### src/rtl/mbx_pkg.sv
// Package: shared constants and register map for the command mailbox.
// Assumes byte-packed command words of four fields.
package mbx_pkg;
    localparam int BYTE_W = 8;

    localparam logic [7:0] OPC_LEVEL = 8'h65;
    localparam logic [7:0] OPC_PIPE  = 8'h66;
    localparam logic [7:0] OPC_BLSET = 8'h67;
    localparam logic [7:0] PIPE_KILL = 8'hFF;

    localparam int CTRL_POST_BIT = 0;
    localparam int CTRL_ERR_BIT  = 1;

    typedef enum logic [1:0] {
        REG_CTRL = 2'd0,
        REG_CMD  = 2'd1,
        REG_DATA = 2'd2,
        REG_RSVD = 2'd3
    } mbx_reg_e;
endpackage

### src/rtl/mbx_host_regs.sv
// Host register file: command word, parameter register and sticky error flag.
// Assumes the doorbell state arrives as 'busy'. Writes are gated while busy.
module mbx_host_regs
    import mbx_pkg::*;
#(
    parameter int DATA_W = 32,
    parameter int CMD_W  = 32
) (
    input  logic              clk,
    input  logic              rst_n,
    input  logic              wr,
    input  logic [1:0]        addr,
    input  logic [DATA_W-1:0] wdata,
    input  logic              busy,
    output logic [CMD_W-1:0]  cmd_q,
    output logic [DATA_W-1:0] data_q,
    output logic              err_q,
    output logic              post
);
    logic wr_ctrl, wr_cmd, wr_data, blocked;

    // Decode the addressed register for the current write.
    always_comb begin
        wr_ctrl = wr && (mbx_reg_e'(addr) == REG_CTRL);
        wr_cmd  = wr && (mbx_reg_e'(addr) == REG_CMD);
        wr_data = wr && (mbx_reg_e'(addr) == REG_DATA);
        post    = wr_ctrl && wdata[CTRL_POST_BIT] && !busy;
        blocked = busy && (wr_cmd || wr_data || (wr_ctrl && wdata[CTRL_POST_BIT]));
    end

    // Store command and parameter writes while idle.
    always_ff @(posedge clk) begin
        if (!rst_n) begin
            cmd_q  <= '0;
            data_q <= '0;
        end else if (!busy) begin
            if (wr_cmd)  cmd_q  <= wdata[CMD_W-1:0];
            if (wr_data) data_q <= wdata;
        end
    end

    // Latch the error flag on any write dropped while busy.
    always_ff @(posedge clk) begin
        if (!rst_n)       err_q <= 1'b0;
        else if (blocked) err_q <= 1'b1;
    end
endmodule

### src/rtl/mbx_doorbell.sv
// Doorbell flag: set by an accepted post, cleared by consumer acknowledge.
// Assumes 'post' is asserted only while the flag is clear.
module mbx_doorbell (
    input  logic clk,
    input  logic rst_n,
    input  logic post,
    input  logic ack,
    output logic bell_q
);
    // Hold one pending command at a time.
    always_ff @(posedge clk) begin
        if (!rst_n)           bell_q <= 1'b0;
        else if (post)        bell_q <= 1'b1;
        else if (ack && bell_q) bell_q <= 1'b0;
    end
endmodule

### src/rtl/mbx_decode.sv
// Command decoder: splits the command word into bytes and tracks the
// selected pipe. Applies the controller-0 ramp forcing and flags immediate
// disable. Assumes the command word is frozen while the doorbell is set.
module mbx_decode
    import mbx_pkg::*;
#(
    parameter int DATA_W    = 32,
    parameter int CMD_BYTES = 4
) (
    input  logic                        clk,
    input  logic                        rst_n,
    input  logic                        bell,
    input  logic                        post,
    input  logic [CMD_BYTES*BYTE_W-1:0] cmd,
    input  logic [DATA_W-1:0]           data,
    output logic [CMD_BYTES*BYTE_W-1:0] fields,
    output logic [DATA_W-1:0]           param,
    output logic                        imm_disable
);
    logic [BYTE_W-1:0] cmd_byte [CMD_BYTES];
    logic [BYTE_W-1:0] sel_pipe_q;

    genvar gi;
    generate
        for (gi = 0; gi < CMD_BYTES; gi++) begin : g_bytes
            assign cmd_byte[gi] = cmd[gi*BYTE_W +: BYTE_W];
            assign fields[gi*BYTE_W +: BYTE_W] = cmd_byte[gi];
        end
    endgenerate

    // Remember the controller named by the last posted pipe-select.
    always_ff @(posedge clk) begin
        if (!rst_n)
            sel_pipe_q <= '0;
        else if (post && cmd_byte[0] == OPC_PIPE)
            sel_pipe_q <= cmd_byte[1];
    end

    // Present the parameter and the immediate-disable strobe.
    always_comb begin
        if (cmd_byte[0] == OPC_BLSET && sel_pipe_q == '0)
            param = '0;
        else
            param = data;
        imm_disable = bell && cmd_byte[0] == OPC_PIPE && cmd_byte[1] == PIPE_KILL;
    end
endmodule

### src/rtl/cmd_mailbox.sv
// Top: host-to-microcontroller command mailbox. Ties the register file,
// doorbell and decoder together and muxes host read data.
// Assumes a single synchronous clock domain for host and consumer.
module cmd_mailbox
    import mbx_pkg::*;
#(
    parameter int DATA_W = 32
) (
    input  logic              clk,
    input  logic              rst_n,
    input  logic              hst_wr,
    input  logic [1:0]        hst_addr,
    input  logic [DATA_W-1:0] hst_wdata,
    output logic [DATA_W-1:0] hst_rdata,
    output logic              hst_busy,
    output logic              hst_err,
    output logic              mcu_req,
    output logic [7:0]        mcu_opcode,
    output logic [7:0]        mcu_pipe,
    output logic [7:0]        mcu_level,
    output logic [7:0]        mcu_spare,
    output logic [DATA_W-1:0] mcu_param,
    output logic              mcu_imm_disable,
    input  logic              mcu_ack
);
    localparam int CMD_BYTES = 4;
    localparam int CMD_W     = CMD_BYTES * BYTE_W;

    logic [CMD_W-1:0]  cmd_q, fields;
    logic [DATA_W-1:0] data_q;
    logic              err_q, post, bell_q;

    mbx_host_regs #(.DATA_W(DATA_W), .CMD_W(CMD_W)) u_regs (
        .clk(clk), .rst_n(rst_n), .wr(hst_wr), .addr(hst_addr),
        .wdata(hst_wdata), .busy(bell_q), .cmd_q(cmd_q), .data_q(data_q),
        .err_q(err_q), .post(post)
    );

    mbx_doorbell u_bell (
        .clk(clk), .rst_n(rst_n), .post(post), .ack(mcu_ack), .bell_q(bell_q)
    );

    mbx_decode #(.DATA_W(DATA_W), .CMD_BYTES(CMD_BYTES)) u_dec (
        .clk(clk), .rst_n(rst_n), .bell(bell_q), .post(post), .cmd(cmd_q),
        .data(data_q), .fields(fields), .param(mcu_param),
        .imm_disable(mcu_imm_disable)
    );

    // Drive status and consumer byte outputs.
    always_comb begin
        hst_busy   = bell_q;
        hst_err    = err_q;
        mcu_req    = bell_q;
        mcu_opcode = fields[7:0];
        mcu_pipe   = fields[15:8];
        mcu_level  = fields[23:16];
        mcu_spare  = fields[31:24];
    end

    // Return the addressed register to the host.
    always_comb begin
        hst_rdata = '0;
        case (mbx_reg_e'(hst_addr))
            REG_CTRL: begin
                hst_rdata[CTRL_POST_BIT] = bell_q;
                hst_rdata[CTRL_ERR_BIT]  = err_q;
            end
            REG_CMD:  hst_rdata[CMD_W-1:0] = cmd_q;
            REG_DATA: hst_rdata = data_q;
            default:  hst_rdata = '0;
        endcase
    end
endmodule

### config.mk
export PLATFORM = sky130hd
export DESIGN_NAME = cmd_mailbox
export DESIGN_NICKNAME = d
export VERILOG_FILES = /design/src/rtl/mbx_pkg.sv /design/src/rtl/mbx_host_regs.sv /design/src/rtl/mbx_doorbell.sv /design/src/rtl/mbx_decode.sv /design/src/rtl/cmd_mailbox.sv
export SDC_FILE = /design/constraint.sdc
export NUM_CORES = 1
export LEC_CHECK = 0
export ABC_AREA = 0
export CORE_MARGIN = 3
export CORE_UTILIZATION = 45
export CTS_BUF_LIST = sky130_fd_sc_hd__clkbuf_16
export DETAILED_ROUTE_END_ITERATION = 10
export PLACE_DENSITY_LB_ADDON = 0.15
export SYNTH_ARGS = -nofsm -noshare
export SYNTH_HDL_FRONTEND = slang
export SYNTH_SLANG_ARGS = --single-unit
### constraint.sdc
create_clock -name clk -period 1.9 [get_ports clk]
set_clock_uncertainty 0.05 [all_clocks]
set_input_delay 0.38 -clock clk [delete_from_list [all_inputs] [get_ports clk]]
set_output_delay 0.38 -clock clk [all_outputs]
set_load 0.01 [all_outputs]
==> reports/qor.txt, run 1 <==
CTS max path bufs -> 2
Fin Hold WS -> 0.415 ns
crit end category -> output port
post-synth top area share -> 0.399
HP Class -> register to register
fillcell total -> 594
mux cell area share after synthesis -> 0.0215
worst-path fanout max -> 7
nature of the critical path startpoint -> register
# clock sinks -> 74
failing checks -> negative setup slack
prevailing post-synth register cell -> dfxtp_1
post-layout net count -> 670
register area -> 1490 um^2
max capacitance violation total -> 0
total CTS buffers -> 9
GR Overflow Total -> 0
largest cells by area after synthesis -> dfxtp_1, nand2_1, a21boi_1
final worst-path setup slack -> -0.365 ns
ys async rst share -> 0
Post-Synth Adder-Cell Area -> 0.0135
drt total wl -> 13.6 mm
clk_lat worst skew -> 0.33 ns
largest family of logic cells by synthesized area -> compound AO/OA/AOI/OAI gates
Compound-Gate Fraction of Synth Area -> 0.266
Layout area overhead -> 58.5%
XOR/XNOR share of the synthesized area -> 0
Port Buf Inserts -> 137
DR WL/cell -> 18.5 um
DR vias -> 4087
Core ar. -> 7890 um^2
H-tree levels -> 3
relative slew slack -> 0.768
sequential share of the synthesized area -> 0.399
WP data required -> 1.47 ns
first-pass GRT wire length -> 21.3 mm
Tightest Pin Transition -> 0.347 ns
crit path time final -> 2.27 ns
Final Hold Fails -> 0
Die Wd -> 96.9 um
total power -> 0.00392 W
TritonRoute pass-1 iters -> 5
Post-Syn Nets -> 497
Place WS -> -0.753 ns
IO Pins -> 138
1st-iter DRT viols -> 204
die area -> 9380 um^2
CTS tree -> yes
synthesized area -> 3720 um^2
placed cells -> 697
Mapped Cells -> 455
DIE HEIGHT -> 96.9 um
DP Wirelength -> 8.28 mm
Avg Cell Area, Syn -> 8.17 um^2
Non-Filler Instances -> 735
RSZ-0062 raised after global routing -> yes
leak pwr -> 2.41 nW
dominant cell by count in the synthesized netlist -> nand2_1
gr usage total -> 0.281
yosys warns -> 0
CTS Root Cell -> clkbuf_16
initial antenna violation count -> 0
Commonest cells post-synth -> nand2_1, dfxtp_1, a21boi_1
Worst Path Arrival -> 1.84 ns
Final Max Slew Viols -> 0
Post-Synth Simple-Gate Area -> 0.238
run status -> complete, but fails checks
Multi-input gate area -> 2210 um^2
Max VDD drop -> 487 uV
Yosys top cell by area -> dfxtp_1
GP Congestion -> 0.802
DRC viols -> 0
vias in the first global route -> 4098
Unique masters post-synth -> 28
mean number of vias per cell -> 5.56
Post-synth EDFFs -> 0
Crit Path Category -> register to output port
Clock transition at path regs -> 0.06 ns
period utilization -> 1.19
ANT nets after route -> 0
hold_buf cts -> 0
layout cells sized above 1 -> 0.305
PD cells -> 666 nW/um^2
Max Freq -> 441 MHz
initial core utilization -> 0.471
Synth Register Bits -> 74
ANT cells -> 0
Final setup viols -> 35
row cnt -> 32
maximum number of pins on one net before global-route repair -> 83
-- state kept, by name, summed over array words and instances (netlist names) --
name and count:
u_dec.sel_pipe_q 8, u_regs.err_q 1, u_regs.cmd_q 32, u_bell.bell_q 1, u_regs.data_q 32
-- power breakdown --
part	total [W]	internal, W	switching (W)
Clock	0.00167	0.00101	0.000656
Sequential	0.00164	0.00160	0.0000371
Combinational	0.000618	0.000331	0.000288
-- through the flow --
| stage | setup TNS (ns) | utilization | area (um^2) |
|---|---|---|---|
| floorplan | 0 | - | 3720 |
| global placement | -47.01 | 0.684 | 5390 |
| detailed placement | -52.37 | 0.684 | 5390 |
| CTS | -9.91 | 0.740 | 5840 |
| global route | -11.60 | 0.747 | 5890 |
| finish | -10.01 | 0.747 | 5890 |
-- cell type report --
type	instances	area share
Clock buffer	9	0.0382
Clock inverter	7	0.0115
Multi-Input combinational cell	339	0.375
Timing Repair Buffer	202	0.299
Inverter	2	0.00212
Tap cell	102	0.0217
Sequential cell	74	0.253
-- what timing repair did --
item,in CTS,in global routing
gates cloned,6,0
resized for setup,284,63
pin swaps,28,15
setup buffers,13,4
endpoints found under the setup margin,66,60
-- cell families (layout without fill, tap and decap cells) --
| logic type | Yosys count | after routing |
|---|---|---|
| simple gates | 195 | 196 |
| buf+inv | 43 | 220 |
| flops | 74 | 74 |
| compound gates | 131 | 131 |
| fa+ha+maj | 4 | 4 |
| mux | 8 | 8 |
-- placed cells by master (no fill, tap or decap), types with 14 or more instances in the layout --
cell type / n
nor2b_1: 32
clkbuf_2: 16
buf_4: 41
a21boi_2: 18
a21boi_1: 64
a22oi_1: 21
buf_2: 47
nand2_1: 145
a21boi_0: 14
clkdlybuf4s50_1: 69
dfxtp_1: 69
-- path summary, 6_finish.rpt --
kind,end,from,cells past startpoint,slack [ns]
max,mcu_param[0],u_dec.sel_pipe_q[3]$_SDFFE_PN0P_,6,-0.37
min,u_regs.data_q[2]$_SDFFE_PN0P_,u_regs.data_q[2]$_SDFFE_PN0P_,2,0.42
max reg2reg,u_dec.sel_pipe_q[0]$_SDFFE_PN0P_,u_regs.cmd_q[7]$_SDFFE_PN0P_,5,0.39
min reg2reg,u_regs.data_q[2]$_SDFFE_PN0P_,u_regs.data_q[2]$_SDFFE_PN0P_,2,0.42
-- critical path, cell delays in order, from the launching register on --
cell and delay [ns]:
dfxtp_2 0.33, nor4_4 0.30, and4b_2 0.38, buf_8 0.16, buf_8 0.13, a21boi_1 0.06
buf_2 0.14
-- routing by layer --
| metal | global-route usage | routed length, um | vias to the layer above | part of all wire |
|---|---|---|---|---|
| met3 | 0.0872 | 1110 | 34 | 0.082 |
| met2 | 0.484 | 6780 | 192 | 0.50 |
| met5 | 0 | 0 | - | 0 |
| li1 | - | - | 1885 | - |
| met1 | 0.329 | 5340 | 1976 | 0.39 |
| met4 | 0.0983 | 339 | 0 | 0.025 |
(Power assumes the default switching activity.)
==> run 2, diff against run 1 <==
--- a/config.mk
+++ b/config.mk
@@ -5,9 +5,9 @@
 export SDC_FILE = /design/constraint.sdc
 export NUM_CORES = 1
 export LEC_CHECK = 0
-export ABC_AREA = 0
-export CORE_MARGIN = 3
-export CORE_UTILIZATION = 45
+export ABC_AREA = 1
+export CORE_MARGIN = 1
+export CORE_UTILIZATION = 44
 export CTS_BUF_LIST = sky130_fd_sc_hd__clkbuf_16
 export DETAILED_ROUTE_END_ITERATION = 10
 export PLACE_DENSITY_LB_ADDON = 0.15
==> constraint.sdc (replaced) <==
create_clock -name clk -period 2.6 [get_ports clk]
set_clock_uncertainty 0.05 [all_clocks]
set_input_delay 0.52 -clock clk [delete_from_list [all_inputs] [get_ports clk]]
set_output_delay 0.52 -clock clk [all_outputs]
set_load 0.01 [all_outputs]
==> run 2 against run 1 <==
  * The flow now finishes without violations
  * Power fell by 24%
  * Cell count rose by 5.2%
  * Count of clock-buffer cells in the layout did not move
  * Non-clock buffer count fell by 42
  * Sequential power fell by 25%
  * Worst setup slack improved by 0.44 ns
  * Global-route usage fell by 0.90 points
  * Register-to-register slack improved by 0.66 ns
  * Critical endpoint is now mcu_param[23]
==> reports/qor.txt, run 2 <==
TritonRoute pass-1 iters -> 5 (unchanged)
initial core utilization -> 0.460 (was 0.471)
commonest non-fill, non-tap cell in the layout -> nor2_1 (was nand2_1)
post-layout net count -> 708 (was 670)
CTS max path bufs -> 2 (unchanged)
largest family of logic cells by synthesized area -> simple AND/OR/NAND/NOR gates (was compound AO/OA/AOI/OAI gates)
nature of the critical path startpoint -> register (unchanged)
CP most frequent cell -> nand2_1 (was buf_8)
commonest cells after routing, fill and taps aside -> nor2_1, clkdlybuf4s50_1, nand2_1, dfxtp_1, o21ai_1 (was nand2_1, clkdlybuf4s50_1, dfxtp_1, a21boi_1, buf_2)
Final setup viols -> 0 (was 35)
# clock sinks -> 74 (unchanged)
ys async rst share -> 0 (unchanged)
crit end category -> output port (unchanged)
dominant cell by count in the synthesized netlist -> nor2_1 (was nand2_1)
CP delay by family, top -> buffers and inverters (was simple AND/OR/NAND/NOR gates)
clk_lat worst skew -> 0.32 ns (was 0.33 ns)
vias in the first global route -> 3833 (was 4098)
CTS tree -> yes (unchanged)
drt total wl -> 12.0 mm (was 13.6 mm)
IO Pins -> 138 (unchanged)
Post-Synth Adder-Cell Area -> 0.0139 (was 0.0135)
run status -> finished, final reports clean (was complete, but fails checks)
Post-Synth Simple-Gate Area -> 0.262 (was 0.238)
cell area after layout -> 5520 um^2 (was 5890 um^2)
busiest layer in global routing -> met2 (unchanged)
largest registers -> u_regs.cmd_q (32), u_regs.data_q (32), u_dec.sel_pipe_q (8) (unchanged)
GP Congestion -> 0.824 (was 0.802)
first-pass GRT wire length -> 18.5 mm (was 21.3 mm)
synthesized area -> 3610 um^2 (was 3720 um^2)
ANT cells -> 0 (unchanged)
Mapped Cells -> 533 (was 455)
placed cell area -> 5140 um^2 (was 5390 um^2)
largest cells by area after synthesis -> dfxtp_1, nor2_1, nand2_1 (was dfxtp_1, nand2_1, a21boi_1)
total power -> 0.00300 W (was 0.00392 W)
Max Freq -> 396 MHz
prevailing post-synth register cell -> dfxtp_1 (unchanged)
Layout area overhead -> 52.8% (was 58.5%)
Final Max Slew Viols -> 0 (unchanged)
mean number of vias per cell -> 5.24 (was 5.56)
met1 Track Usage GR -> 0.328 (was 0.329)
Synth Register Bits -> 74 (unchanged)
sequential share of the synthesized area -> 0.410 (was 0.399)
Port Buf Inserts -> 137 (unchanged)
DR vias -> 4048 (was 4087)
max capacitance violation total -> 0 (unchanged)
Max VDD drop -> 414 uV (was 487 uV)
H-tree levels -> 3 (unchanged)
worst-path fanout max -> 27 (was 7)
Slowest-stage cell, CP -> clkdlybuf4s50_1 (was and4b_2)
die area -> 8570 um^2 (was 9380 um^2)
Post-synth EDFFs -> 0 (unchanged)
HP Class -> register to register (unchanged)
layout cells sized above 1 -> 0.106 (was 0.305)
DRC viols -> 0 (unchanged)
Yosys top cell by area -> dfxtp_1 (unchanged)
DP Wirelength -> 7.80 mm (was 8.28 mm)
Tightest Pin Transition -> 0.646 ns (was 0.347 ns)
mux cell area share after synthesis -> 0 (was 0.0215)
GRT met2 Usage -> 0.475 (was 0.484)
Avg Cell Area, Syn -> 6.77 um^2 (was 8.17 um^2)
CP max stage delay -> 0.57 ns (was 0.38 ns)
hold_buf cts -> 0 (unchanged)
Crit Path Category -> register to output port (unchanged)
WP data required -> 2.03 ns (was 1.47 ns)
DR WL/cell -> 15.5 um (was 18.5 um)
Compound-Gate Fraction of Synth Area -> 0.220 (was 0.266)
total CTS buffers -> 9 (unchanged)
Final Hold Fails -> 0 (unchanged)
gr usage total -> 0.272 (was 0.281)
maximum number of pins on one net before global-route repair -> 74 (was 83)
Core ar. -> 7850 um^2 (was 7890 um^2)
initial antenna violation count -> 0 (unchanged)
worst path buffer plus inverter count -> 3 (unchanged)
1st-iter DRT viols -> 208 (was 204)
Worst Path Arrival -> 1.96 ns (was 1.84 ns)
PD cells -> 544 nW/um^2 (was 666 nW/um^2)
period utilization -> 0.972
grt met3 use -> 0.0534 (was 0.0872)
Commonest cells post-synth -> nor2_1, nand2_1, dfxtp_1 (was nand2_1, dfxtp_1, a21boi_1)
Die Wd -> 92.6 um (was 96.9 um)
post-synth top area share -> 0.410 (was 0.399)
GR Overflow Total -> 0 (unchanged)
XOR/XNOR share of the synthesized area -> 0 (unchanged)
crit path time final -> 2.53 ns
relative slew slack -> 0.569 (was 0.768)
leak pwr -> 2.46 nW (was 2.41 nW)
Unique masters post-synth -> 25 (was 28)
DIE HEIGHT -> 92.6 um (was 96.9 um)
crit path cell chain -> nand2_1 > inv_1 > nand2_1 > nor2_4 > buf_12 > a21oi_1 > clkdlybuf4s50_1 (was nor4_4 > and4b_2 > buf_8 > buf_8 > a21boi_1 > buf_2)
yosys warns -> 0 (unchanged)
ANT nets after route -> 0 (unchanged)
Post-Syn Nets -> 575 (was 497)
row cnt -> 32 (unchanged)
CTS Root Cell -> clkbuf_16 (unchanged)
Clock transition at path regs -> 0.06 ns (about the same)
run 2: cell types whose count changed after synthesis, moves of 30 or more:
cell      previous run  this run
a22oi_1             30         0
nor2_1               2       112
nor2b_1             32         0
o21ai_1              0        51
a21boi_1            63        28
inv_1                2        38
nand2_1            146        94
a21oi_1              0        50
a21boi_0            33         2
run 2: per-stage QoR:
stage                     setup slack (ns)  utilization  std cells  hold WS (ns)  setup TNS, ns
final                               0.0719        0.703        773         0.423              0
after floorplan                      0.612            -        533         0.394              0
after CTS                          -0.0644        0.688        771         0.425         -0.144
after detailed placement            -0.346        0.654        753         0.416          -8.80
after global routing              -0.00943        0.703        773         0.461        -0.0323
after global placement              -0.333        0.654        753         0.408          -8.43
run 2: cell type report:
cell class	instances	area, um^2
fillers	667	2330
multi-input cells	379	1840
clock buffers	9	225
well taps	102	128
flip-flops and latches	74	1480
clock inverters	7	83.8
inverters	42	160
repair buffers	160	1590
run 2: where the power goes:
part           internal [W]  total (W)  switching (W)
Clock              0.000828    0.00129       0.000465
Combinational      0.000240   0.000471       0.000231
Sequential          0.00119    0.00123      0.0000466
run 2: worst reg2reg max path, stage by stage, from the launching register on:
cell,delay (ns)
dfxtp_1,0.32
buf_4,0.19
nor2_8,0.31
inv_4,0.16
buf_12,0.19
o21ai_1,0.14
a21oi_1,0.07
run 2: path summary, 6_finish.rpt:
kind | slack [ns] | endpoint | start | cells past startpoint
worst min-delay path | 0.42 | u_regs.data_q[23]$_SDFFE_PN0P_ | u_regs.data_q[23]$_SDFFE_PN0P_ | 2
worst min register to register | 0.42 | u_regs.data_q[23]$_SDFFE_PN0P_ | u_regs.data_q[23]$_SDFFE_PN0P_ | 2
worst max register to register | 1.05 | u_regs.cmd_q[10]$_SDFFE_PN0P_ | u_bell.bell_q$_SDFFE_PN0P_ | 6
worst max-delay path | 0.07 | mcu_param[23] | u_regs.cmd_q[5]$_SDFFE_PN0P_ | 7
run 2: kinds of logic after synthesis:
kind of cell	after synthesis
adders and majority gates	4
buffers and inverters	80
AOI/OAI and AO/OA	144
DFF	74
and+or+nand+nor	231
run 2: layer usage:
metal | up-vias | routed length (um)
met5 | - | 0
met4 | 0 | 286
met3 | 25 | 862
met2 | 163 | 5920
met1 | 1887 | 4910
li1 | 1973 | -
run 2: repair_timing:
item                       in CTS  in global routing
buffers inserted                1                  1
cloned                          1                  1
setup endpoints to repair      33                 36
resized for setup              66                 25
==> run 3, diff against run 2 <==
--- a/config.mk
+++ b/config.mk
@@ -6,11 +6,12 @@
 export NUM_CORES = 1
 export LEC_CHECK = 0
 export ABC_AREA = 1
+export CAP_MARGIN = 20
 export CORE_MARGIN = 1
 export CORE_UTILIZATION = 44
 export CTS_BUF_LIST = sky130_fd_sc_hd__clkbuf_16
 export DETAILED_ROUTE_END_ITERATION = 10
-export PLACE_DENSITY_LB_ADDON = 0.15
+export PLACE_DENSITY = 0.84
 export SYNTH_ARGS = -nofsm -noshare
 export SYNTH_HDL_FRONTEND = slang
 export SYNTH_SLANG_ARGS = --single-unit
==> run 3 against run 2 <==
  * Sequential share of layout area increased by 0.40 points
  * Worst hold slack improved by 0.015 ns
  * Non-clock buffer count is 9 lower
  * Combinational power fell by 2%
  * Sequential cell count stayed put
  * Cell count decreased by 1.2%
  * Sequential power about the same
  * Worst setup slack improved by 0.016 ns
  * Via count down 0.20%
  * Cell area down 1.5%
  * Wire length is 3.5% lower
  * Critical path depth unchanged
==> reports/qor.txt, run 3 (same netlist as run 2, synthesis figures left out) <==
HP Class -> register to register (unchanged)
CP most frequent cell -> nand2_1 (unchanged)
Sw Ratio -> 0.258 (was 0.248)
initial core utilization -> 0.460 (unchanged)
Internal Power -> 0.00205 W (was 0.00226 W)
reg2reg start -> u_bell.bell_q$_SDFFE_PN0P_ (unchanged)
GR Overflow Total -> 0 (unchanged)
CP delay by family, top -> buffers and inverters (unchanged)
Worst Path Arrival -> 1.94 ns (was 1.96 ns)
Core ar. -> 7850 um^2 (unchanged)
Non-Filler Instances -> 764 (was 773)
DP Wirelength -> 7.70 mm (was 7.80 mm)
commonest non-fill, non-tap cell in the layout -> nor2_1 (unchanged)
Die Wd -> 92.6 um (unchanged)
nature of the critical path startpoint -> register (unchanged)
run status -> finished, final reports clean (unchanged)
H-tree levels -> 3 (unchanged)
DRC viols -> 0 (unchanged)
WHS Endpoint -> u_regs.cmd_q[2]$_SDFFE_PN0P_ (was u_regs.data_q[23]$_SDFFE_PN0P_)
Tightest Pin Transition -> 0.647 ns (was 0.646 ns)
WP data required -> 2.03 ns (about the same)
hold depth -> 2 (unchanged)
CTS tree -> yes (unchanged)
CTS Root Cell -> clkbuf_16 (unchanged)
ANT cells -> 0 (unchanged)
Logic pwr share -> 0.168 (was 0.157)
placed cells -> 747 (was 753)
worst path buffer plus inverter count -> 3 (unchanged)
Psw -> 0.000712 W (was 0.000742 W)
Crit Path Category -> register to output port (unchanged)
total CTS buffers -> 9 (unchanged)
Final Hold Fails -> 0 (unchanged)
ANT nets after route -> 0 (unchanged)
# clock sinks -> 74 (unchanged)
DR vias -> 4040 (was 4048)
RSZ-0062 raised after global routing -> no
Final Max Slew Viols -> 0 (unchanged)
crit path time final -> 2.51 ns (was 2.53 ns)
CP max stage delay -> 0.57 ns (about the same)
total power -> 0.00276 W (was 0.00300 W)
clock share of power -> 0.385 (was 0.431)
fillcell total -> 670 (was 667)
initial antenna violation count -> 0 (unchanged)
drt total wl -> 11.6 mm (was 12.0 mm)
setup TNS -> 0 ns (unchanged)
commonest cells after routing, fill and taps aside -> nor2_1, clkdlybuf4s50_1, nand2_1, dfxtp_1, o21ai_1 (unchanged)
clk_lat worst skew -> 0.32 ns (about the same)
row cnt -> 32 (unchanged)
post-layout net count -> 699 (was 708)
GP Congestion -> 0.808 (was 0.824)
IO Pins -> 138 (unchanged)
die area -> 8570 um^2 (unchanged)
DIE HEIGHT -> 92.6 um (unchanged)
max capacitance violation total -> 0 (unchanged)
layout cells sized above 1 -> 0.0725 (was 0.106)
Port Buf Inserts -> 137 (unchanged)
Clock transition at path regs -> 0.05 ns (was 0.06 ns)
maximum number of pins on one net before global-route repair -> 47 (was 74)
DR WL/cell -> 15.1 um (was 15.5 um)
TritonRoute pass-1 iters -> 5 (unchanged)
relative slew slack -> 0.568 (was 0.569)
worst reg2reg endpoint -> u_regs.data_q[24]$_SDFFE_PN0P_ (was u_regs.cmd_q[10]$_SDFFE_PN0P_)
reg2reg setup slack -> 1.07 ns (was 1.05 ns)
leak pwr -> 2.36 nW (was 2.46 nW)
worst-path fanout max -> 27 (unchanged)
Max VDD drop -> 333 uV (was 414 uV)
PD cells -> 508 nW/um^2 (was 544 nW/um^2)
largest registers -> u_regs.cmd_q (32), u_regs.data_q (32), u_dec.sel_pipe_q (8) (unchanged)
first-pass GRT wire length -> 18.8 mm (was 18.5 mm)
R2R cell count -> 5 (was 6)
min-delay src -> u_regs.cmd_q[2]$_SDFFE_PN0P_ (was u_regs.data_q[23]$_SDFFE_PN0P_)
Max Freq -> 398 MHz (was 396 MHz)
gr usage total -> 0.278 (was 0.272)
1st-iter DRT viols -> 180 (was 208)
period utilization -> 0.966 (was 0.972)
Sequential Power Share -> 0.447 (was 0.412)
Slowest-stage cell, CP -> clkdlybuf4s50_1 (unchanged)
crit path cell chain -> nand2_1 > inv_1 > nand2_1 > nor2_4 > buf_12 > a21boi_1 > clkdlybuf4s50_1 (was nand2_1 > inv_1 > nand2_1 > nor2_4 > buf_12 > a21oi_1 > clkdlybuf4s50_1)
mean number of vias per cell -> 5.29 (was 5.24)
vias in the first global route -> 3961 (was 3833)
CTS max path bufs -> 2 (unchanged)
Final setup viols -> 0 (unchanged)
crit end category -> output port (unchanged)
Layout area overhead -> 50.6% (was 52.8%)
run 3: metal layers:
layer,share of wire,global-route usage,up-vias
met3,0.075,0.0509,27
met5,0,0,-
li1,-,-,1961
met1,0.41,0.333,1857
met2,0.49,0.485,195
met4,0.025,0.120,0
run 3: stage by stage:
stage | area [um^2] | hold WS, ns | setup slack (ns) | util
final | 5440 | 0.438 | 0.0882 | 0.693
after global routing | 5440 | 0.458 | 0.00208 | 0.693
after CTS | 5410 | 0.432 | 0.0000850 | 0.689
after detailed placement | 5120 | 0.421 | -0.338 | 0.652
after global placement | 5120 | 0.408 | -0.283 | 0.652
after floorplan | 3610 | 0.394 | 0.612 | -
run 3: power groups by stage:
stage / clock network [W] / registers [W] / logic [W]
finish: 0.00106 / 0.00124 / 0.000463
global route: 0.00113 / 0.00124 / 0.000499
CTS: 0.00108 / 0.00124 / 0.000464
detailed placement: 0 / 0.00126 / 0.000456
global placement: 0 / 0.00126 / 0.000446
floorplan: 0 / 0.00126 / 0.000191
run 3: worst min-delay path, delay by kind of cell (launching register included):
kind / cells / cell delay, ns
compound gates: 1 / 0.06
buf+inv: 1 / 0.05
flops: 1 / 0.34
run 3: repair_timing:
action | in CTS | in global routing
resized for setup | 43 | 8
gates cloned | 1 | 0
setup buffers | 0 | 0
endpoints found under the setup margin | 60 | 35
hold buffers | 0 | 0
run 3: layout make-up:
type / count / area, um^2 / area share
sequential: 74 / 1480 / 0.273
tap: 102 / 128 / 0.0235
timing repair buffer: 151 / 1560 / 0.288
clock buffer: 9 / 225 / 0.0414
multi-input combinational: 379 / 1850 / 0.340
clock inverter: 7 / 28.8 / 0.00529
inverter: 42 / 160 / 0.0295
run 3: how the worst max path moves through the flow:
| stage | startpoint | cells past startpoint | end |
|---|---|---|---|
| after global placement | hst_addr[0] | 7 | hst_rdata[10] |
| final | u_regs.cmd_q[6]$_SDFFE_PN0P_ | 7 | mcu_param[20] |
| after detailed placement | hst_addr[1] | 7 | hst_rdata[25] |
| after global routing | u_regs.cmd_q[5]$_SDFFE_PN0P_ | 7 | mcu_param[24] |
| after CTS | hst_addr[1] | 9 | hst_rdata[1] |
| after floorplan | hst_addr[1] | 6 | hst_rdata[10] |
